<file path="src/rtl/adc_ser_pkg.sv">
package adc_ser_pkg;
   typedef enum logic [2:0] {
      ST_LOCK,
      ST_HUNT,
      ST_CFG,
      ST_CONV,
      ST_LSBF,
      ST_ZERO
   } frame_st_e;
endpackage

</file>
<file path="src/rtl/adc_in_sync.sv">
module adc_in_sync #(
   parameter int SYNC_STAGES = 2
) (
   input  logic clk,
   input  logic rst_n,
   input  logic cs_n,
   input  logic sclk,
   input  logic din,
   output logic cs_n_q,
   output logic din_q,
   output logic rise,
   output logic fall
);
   logic [2:0] last_q;
   logic       sclk_d;

   // Reset value keeps select "low" so a block reset under low select stays locked.
   if (SYNC_STAGES <= 1) begin : g_one
      always_ff @(posedge clk or negedge rst_n) begin
         if (!rst_n) last_q <= 3'b000;
         else        last_q <= {cs_n, sclk, din};
      end
   end else begin : g_chain
      logic [SYNC_STAGES-1:0][2:0] chain_q;
      always_ff @(posedge clk or negedge rst_n) begin
         if (!rst_n) chain_q <= '0;
         else        chain_q <= {chain_q[SYNC_STAGES-2:0], {cs_n, sclk, din}};
      end
      assign last_q = chain_q[SYNC_STAGES-1];
   end

   always_ff @(posedge clk or negedge rst_n) begin
      if (!rst_n) sclk_d <= 1'b0;
      else        sclk_d <= last_q[1];
   end

   assign cs_n_q = last_q[2];
   assign din_q  = last_q[0];
   assign rise   = last_q[1] & ~sclk_d;
   assign fall   = ~last_q[1] & sclk_d;
endmodule

</file>
<file path="src/rtl/adc_sar_reg.sv">
module adc_sar_reg #(
   parameter int RES_BITS = 12,
   localparam int IDX_W = $clog2(RES_BITS)
) (
   input  logic                clk,
   input  logic                rst_n,
   input  logic                load,
   input  logic                step,
   input  logic [IDX_W-1:0]    idx,
   input  logic                cmp,
   output logic [RES_BITS-1:0] code
);
   logic [RES_BITS-1:0] sar_q;

   always_ff @(posedge clk or negedge rst_n) begin
      if (!rst_n) begin
         sar_q <= '0;
      end else if (load) begin
         sar_q <= {1'b1, {(RES_BITS-1){1'b0}}};
      end else if (step) begin
         sar_q[idx] <= cmp;
         if (idx != '0) sar_q[idx - 1'b1] <= 1'b1;
      end
   end

   assign code = sar_q;

   // a low decision lowers the code, a high decision never lowers it
   a_r5_low_lowers: assert property (@(posedge clk) disable iff (!rst_n)
      (step && !load && !cmp) |=> (sar_q < $past(sar_q)));
   a_r5_high_keeps: assert property (@(posedge clk) disable iff (!rst_n)
      (step && !load && cmp) |=> (sar_q >= $past(sar_q)));
endmodule

</file>
<file path="src/rtl/adc_frame_ctl.sv">
module adc_frame_ctl
   import adc_ser_pkg::*;
#(
   parameter int RES_BITS = 12,
   localparam int IDX_W = $clog2(RES_BITS)
) (
   input  logic                clk,
   input  logic                rst_n,
   input  logic                cs_n_q,
   input  logic                din_q,
   input  logic                rise,
   input  logic                fall,
   input  logic                cmp_in,
   input  logic [RES_BITS-1:0] res_bits,
   output logic                dout,
   output logic                dout_en,
   output logic                sample_active,
   output logic                conv_done,
   output logic                pos_ch,
   output logic                neg_is_gnd,
   output logic                sar_load,
   output logic                sar_step,
   output logic [IDX_W-1:0]    sar_idx
);
   localparam logic [IDX_W-1:0] TOP_IDX = IDX_W'(RES_BITS - 1);

   frame_st_e        st_q;
   logic [1:0]       cfg_cnt_q;
   logic             repeat_q;
   logic [IDX_W-1:0] idx_q;

   assign sar_load = !cs_n_q && fall && (st_q == ST_CFG) && (cfg_cnt_q == 2'd3);
   assign sar_step = !cs_n_q && fall && (st_q == ST_CONV);
   assign sar_idx  = idx_q;

   always_ff @(posedge clk or negedge rst_n) begin
      if (!rst_n) begin
         st_q          <= ST_LOCK;
         cfg_cnt_q     <= '0;
         repeat_q      <= 1'b0;
         idx_q         <= '0;
         dout          <= 1'b0;
         dout_en       <= 1'b0;
         sample_active <= 1'b0;
         conv_done     <= 1'b0;
         pos_ch        <= 1'b0;
         neg_is_gnd    <= 1'b0;
      end else begin
         conv_done <= 1'b0;
         if (cs_n_q) begin
            st_q          <= ST_HUNT;
            cfg_cnt_q     <= '0;
            dout_en       <= 1'b0;
            dout          <= 1'b0;
            sample_active <= 1'b0;
         end else begin
            unique case (st_q)
               ST_LOCK: ;
               ST_HUNT: if (rise && din_q) begin
                  st_q      <= ST_CFG;
                  cfg_cnt_q <= '0;
               end
               ST_CFG: begin
                  if (rise && cfg_cnt_q != 2'd3) begin
                     cfg_cnt_q <= cfg_cnt_q + 2'd1;
                     case (cfg_cnt_q)
                        2'd0:    neg_is_gnd <= din_q;
                        2'd1: begin
                           pos_ch        <= din_q;
                           sample_active <= 1'b1;
                        end
                        default: repeat_q <= din_q;
                     endcase
                  end else if (fall && cfg_cnt_q == 2'd3) begin
                     sample_active <= 1'b0;
                     dout_en       <= 1'b1;
                     dout          <= 1'b0;
                     idx_q         <= TOP_IDX;
                     st_q          <= ST_CONV;
                  end
               end
               ST_CONV: if (fall) begin
                  dout <= cmp_in;
                  if (idx_q == '0) begin
                     conv_done <= 1'b1;
                     idx_q     <= IDX_W'(1);
                     st_q      <= repeat_q ? ST_LSBF : ST_ZERO;
                  end else begin
                     idx_q <= idx_q - 1'b1;
                  end
               end
               ST_LSBF: if (fall) begin
                  dout <= res_bits[idx_q];
                  if (idx_q == TOP_IDX) st_q <= ST_ZERO;
                  else                  idx_q <= idx_q + 1'b1;
               end
               ST_ZERO: if (fall) dout <= 1'b0;
               default: st_q <= ST_HUNT;
            endcase
         end
      end
   end

   // a high select releases the data line on the next clock
   a_r9_cs_high_release: assert property (@(posedge clk) disable iff (!rst_n)
      cs_n_q |=> (!dout_en && !sample_active));
   // the sample window never overlaps a driven data line
   a_r3_window_undriven: assert property (@(posedge clk) disable iff (!rst_n)
      sample_active |-> !dout_en);
   // the first driven bit is the low null bit
   a_r4_null_low: assert property (@(posedge clk) disable iff (!rst_n)
      $rose(dout_en) |-> !dout);
   // completion is a single-clock pulse
   a_r6_done_pulse: assert property (@(posedge clk) disable iff (!rst_n)
      conv_done |=> !conv_done);
   // while locked nothing is driven and no window opens
   a_r10_locked_quiet: assert property (@(posedge clk) disable iff (!rst_n)
      (st_q == ST_LOCK) |-> (!dout_en && !sample_active));
endmodule

</file>
<file path="src/rtl/adc_serial_dev.sv">
module adc_serial_dev #(
   parameter int RES_BITS    = 12,
   parameter int SYNC_STAGES = 2,
   localparam int IDX_W      = $clog2(RES_BITS)
) (
   input  logic                clk,
   input  logic                rst_n,
   input  logic                cs_n,
   input  logic                sclk,
   input  logic                din,
   input  logic                cmp_in,
   output logic                dout,
   output logic                dout_en,
   output logic [RES_BITS-1:0] trial_code,
   output logic [RES_BITS-1:0] result,
   output logic                pos_ch,
   output logic                neg_is_gnd,
   output logic                sample_active,
   output logic                conv_done
);
   logic             cs_n_q, din_q, rise, fall;
   logic             sar_load, sar_step;
   logic [IDX_W-1:0] sar_idx;
   logic [RES_BITS-1:0] code;

   adc_in_sync #(.SYNC_STAGES(SYNC_STAGES)) sync_i (
      .clk(clk), .rst_n(rst_n), .cs_n(cs_n), .sclk(sclk), .din(din),
      .cs_n_q(cs_n_q), .din_q(din_q), .rise(rise), .fall(fall)
   );

   adc_frame_ctl #(.RES_BITS(RES_BITS)) ctl_i (
      .clk(clk), .rst_n(rst_n), .cs_n_q(cs_n_q), .din_q(din_q),
      .rise(rise), .fall(fall), .cmp_in(cmp_in), .res_bits(code),
      .dout(dout), .dout_en(dout_en), .sample_active(sample_active),
      .conv_done(conv_done), .pos_ch(pos_ch), .neg_is_gnd(neg_is_gnd),
      .sar_load(sar_load), .sar_step(sar_step), .sar_idx(sar_idx)
   );

   adc_sar_reg #(.RES_BITS(RES_BITS)) sar_i (
      .clk(clk), .rst_n(rst_n), .load(sar_load), .step(sar_step),
      .idx(sar_idx), .cmp(cmp_in), .code(code)
   );

   assign trial_code = code;
   assign result     = code;
endmodule

</file>
<file path="config.mk">
export PLATFORM = sky130hd
export DESIGN_NAME = adc_serial_dev
export DESIGN_NICKNAME = d
export VERILOG_FILES = /design/src/rtl/adc_ser_pkg.sv /design/src/rtl/adc_in_sync.sv /design/src/rtl/adc_sar_reg.sv /design/src/rtl/adc_frame_ctl.sv /design/src/rtl/adc_serial_dev.sv
export SDC_FILE = /design/constraint.sdc
export NUM_CORES = 1
export LEC_CHECK = 0
export CAP_MARGIN = 20
export CORE_MARGIN = 8
export CORE_UTILIZATION = 34
export DETAILED_ROUTE_END_ITERATION = 8
export DONT_BUFFER_PORTS = 1
export PLACE_DENSITY = 0.59
export SLEW_MARGIN = 20
export SYNTH_ARGS = -nofsm -noshare
export SYNTH_HDL_FRONTEND = slang
export SYNTH_HIERARCHICAL = 1
export SYNTH_SLANG_ARGS = --single-unit
</file>
<file path="constraint.sdc">
create_clock -name clk -period 5.5 [get_ports clk]
set_clock_uncertainty 0.2 [all_clocks]
set_input_delay 0.825 -clock clk [delete_from_list [all_inputs] [get_ports clk]]
set_output_delay 0.825 -clock clk [all_outputs]
set_load 0.02 [all_outputs]
</file>
==> reports/qor.yml <==
status:
  status: "completed"
setup_path:
  crit_fanout: 14
  ff2ff_setup_slack_ns: 3.23
  regToRegEndpoint: "sar_i/code[11]$_DFFE_PN0P_"
  r2r_cells: 5
  crit_path_cell_trace: "nand2b_1, nor2_2, and3_1, nor2_1, a221oi_2"
  worstSetupStartpointType: "register"
  worstSetupStartpoint: "ctl_i/st_q[1]$_DFFE_PN0P_"
  slowest_delay_ns: 0.61
  critPathKind: "register to register"
  cpMaxStageDelayCell: "and3_1"
  cp_data_required_time_ns: 5.50
  cp_data_arrival_time_ns: 2.27
  r2r-start: "ctl_i/st_q[1]$_DFFE_PN0P_"
  endpoint_kind: "register"
  crit_end: "sar_i/code[11]$_DFFE_PN0P_"
floorplanning:
  rows: 29
  die_h_um: 95.1
  die_w_um: 95.1
  coreArea_um2: 6200
  start_util_pct: 34.3
  io-pin-count: 36
  dieArea_um2: 9050
timing:
  min_period_ns: 2.27
  worst_pin_slew_ns: 0.737
  timing.fmax_mhz: 441
  hold_viol: 0
  slew_violations: 0
  tns_ns: 0
  finalCritPeriodShare_pct: 41.2
  rsz0062_at_grt: "no"
  slew_headroom_pct: 50.8
  setup_viol: 0
drt:
  vias: 1542
  wl_per_cell_um: 17.0
  antenna_left: 0
  viasPerCell: 5.69
  drt_pass1_iterations: 4
  drt_iter0_drc: 126
  drc_errors: 0
  routed_wl_um: 4600
clock_network:
  cts_resized: 0
  cts_tree: "yes"
  htree_levels: 2
  clock_latency_ns: 0.29
  cts_buffer_depth: 2
  path_clk_slew_ns: 0.07
  cts_setup_buffers: 0
  clock_sinks: 35
  cts_buffers: 5
  cts-hold-fix-buffers: 0
  cts_root_buf: "clkbuf_8"
logic_synthesis:
  syn-num-nets: 221
  synth.cell_area_um2: 2130
  synth_top_cell_area_share_pct: 41.1
  synth-async-reset-ratio_pct: 100
  ys_top_cells_by_area: "dfrtp_1, buf_4, nor2_1"
  syn_area_per_cell_um2: 10.1
  synth_edf_count: 0
  synth_cell_types: 60
  synth_flop_cell: "dfrtp_1"
  synth_area_leader_cell: "dfrtp_1"
  synth_seq_area_share_pct: 41.1
  synthCells: 210
  ys_ff_latch: 35
  synth_warnings: 6
power:
  irDropWorstVdd_mv: 0.161
  sequentialPowerShare_pct: 53.5
  internal_power_mw: 0.434
  power_switching_mw: 0.243
  p_leak_nw: 0.838
  pwr-share-comb_pct: 18.8
  powerDensity_nw_per_um2: 313
  clkPwrFrac_pct: 27.7
  netSwitchingFraction_pct: 35.9
global_routing:
  grt_pass1_vias: 1611
  grt_use_total_pct: 11.3
  overflow: 0
  grt_start_max_net_pins: 36
  grt_antenna_before_repair: 0
  grt_pass1_wl_um: 8120
final_layout:
  drive_above_1_share_pct: 19.6
  fillers: 597
  fin_nets: 205
  n_antenna_cell: 0
  final_area_um2: 2160
  syn_to_final_growth_pct: 1.59
  final_util_pct: 34.9
min_path:
  min_path_type: "input pin to asynchronous set/reset pin"
placement:
  place_area_um2: 2080
  gp_routability_congestion: 0.882
  port_buffers: 0
  hpwl_um: 3210
run:
  cap_violations: 0
stage by stage:
stage                     power (mW)  worst slack [ns]  hold slack (ns)  instances
after global placement         0.490              3.27            0.131        264
after detailed placement       0.494              3.26            0.136        264
after CTS                      0.685              3.23           0.0178        271
after global routing           0.721              3.05          0.00988        271
after floorplan                0.478              3.44            0.131        210
final                          0.677              3.23           0.0249        271
logic make-up (layout without fill, tap and decap cells):
| logic type | count (synthesis) | count (layout) | synth area share, % |
|---|---|---|---|
| adders and majority gates | 5 | 5 | 2.94 |
| DFF | 35 | 35 | 41.1 |
| AOI/OAI and AO/OA | 58 | 58 | 20.7 |
| muxes | 7 | 7 | 5.29 |
| buffers and inverters | 35 | 19 | 9.34 |
| and+or+nand+nor | 69 | 69 | 20.2 |
| xor gates and xnor gates | 1 | 1 | 0.411 |
synth_stat cells (all sizes together) (3+ instances only):
| library cell | n |
|---|---|
| o21ai | 11 |
| o31a | 3 |
| ha | 5 |
| nor2 | 20 |
| buf | 21 |
| nor2b | 3 |
| mux2 | 4 |
| inv | 11 |
| a21oi | 13 |
| a31oi | 5 |
| a211oi | 5 |
| nor3 | 4 |
| and2b | 3 |
| a311oi | 5 |
| clkbuf | 3 |
| nand2 | 11 |
| mux4 | 3 |
| and3 | 3 |
| dfrtp | 35 |
worst min-delay path by stage:
stage / start / to / slack [ns]
5_1_grt: rst_n / sync_i/g_chain.chain_q[0]$_DFF_PN0_ / 0.01
6_report: rst_n / sync_i/g_chain.chain_q[0]$_DFF_PN0_ / 0.02
3_3_place_gp: sync_i/g_chain.chain_q[1]$_DFF_PN0_ / sync_i/last_q[1]$_DFF_PN0_ / 0.13
3_5_place_dp: sync_i/g_chain.chain_q[1]$_DFF_PN0_ / sync_i/last_q[1]$_DFF_PN0_ / 0.14
2_1_floorplan: sync_i/g_chain.chain_q[0]$_DFF_PN0_ / sync_i/last_q[0]$_DFF_PN0_ / 0.13
4_1_cts: rst_n / sync_i/g_chain.chain_q[0]$_DFF_PN0_ / 0.02
state kept, by name (all words and copies together), names as in the netlist, 2 cells and up:
register / count
ctl_i/cfg_cnt_q: 2
sar_i/code: 12
sync_i/last_q: 3
ctl_i/sar_idx: 4
ctl_i/st_q: 3
sync_i/g_chain.chain_q: 3
power groups by stage:
stage	registers, mW	logic, mW	clock network (mW)
2_1_floorplan	0.316	0.161	0
3_3_place_gp	0.366	0.124	0
3_5_place_dp	0.368	0.125	0
4_1_cts	0.364	0.127	0.194
5_1_grt	0.372	0.143	0.205
6_report	0.363	0.127	0.187
worst max-delay path: cells and delay by family, from the launching register on:
kind,cells,cell delay (ns)
and+or+nand+nor,4,1.10
DFF,1,0.60
AOI/OAI and AO/OA,1,0.28
routing by layer:
metal / vias up / routed length, um / GRT usage [%]
met5: - / 0 / 0
met3: 8 / 275 / 3.15
met2: 51 / 2150 / 17.7
li1: 732 / - / -
met1: 751 / 2080 / 14.2
met4: 0 / 97 / 5.20
layout make-up:
| class | instances | area [um2] | area share [%] |
|---|---|---|---|
| Multi-Input combinational cell | 140 | 1050 | 48.8 |
| Sequential cell | 35 | 876 | 40.5 |
| Tap cell | 77 | 96.3 | 4.45 |
| Clock buffer | 6 | 82.6 | 3.82 |
| Inverter | 11 | 41.3 | 1.91 |
| Timing Repair Buffer | 1 | 7.51 | 0.347 |
| Clock inverter | 1 | 5.00 | 0.231 |
cell usage in the layout, fill, tap and decap left out, drive strengths merged, types with 3 or more instances in the layout:
master and instances:
dfrtp 35, a311oi 5, nor2 20, and2b 3, nor2b 3, mux2 4, mux4 3, a21oi 13
nor3 4, o31a 3, ha 5, clkbuf 6, nand2 11, and3 3, a211oi 5, inv 11
a31oi 5, o21ai 11
No activity file was read; power rests on OpenSTA's default activity.
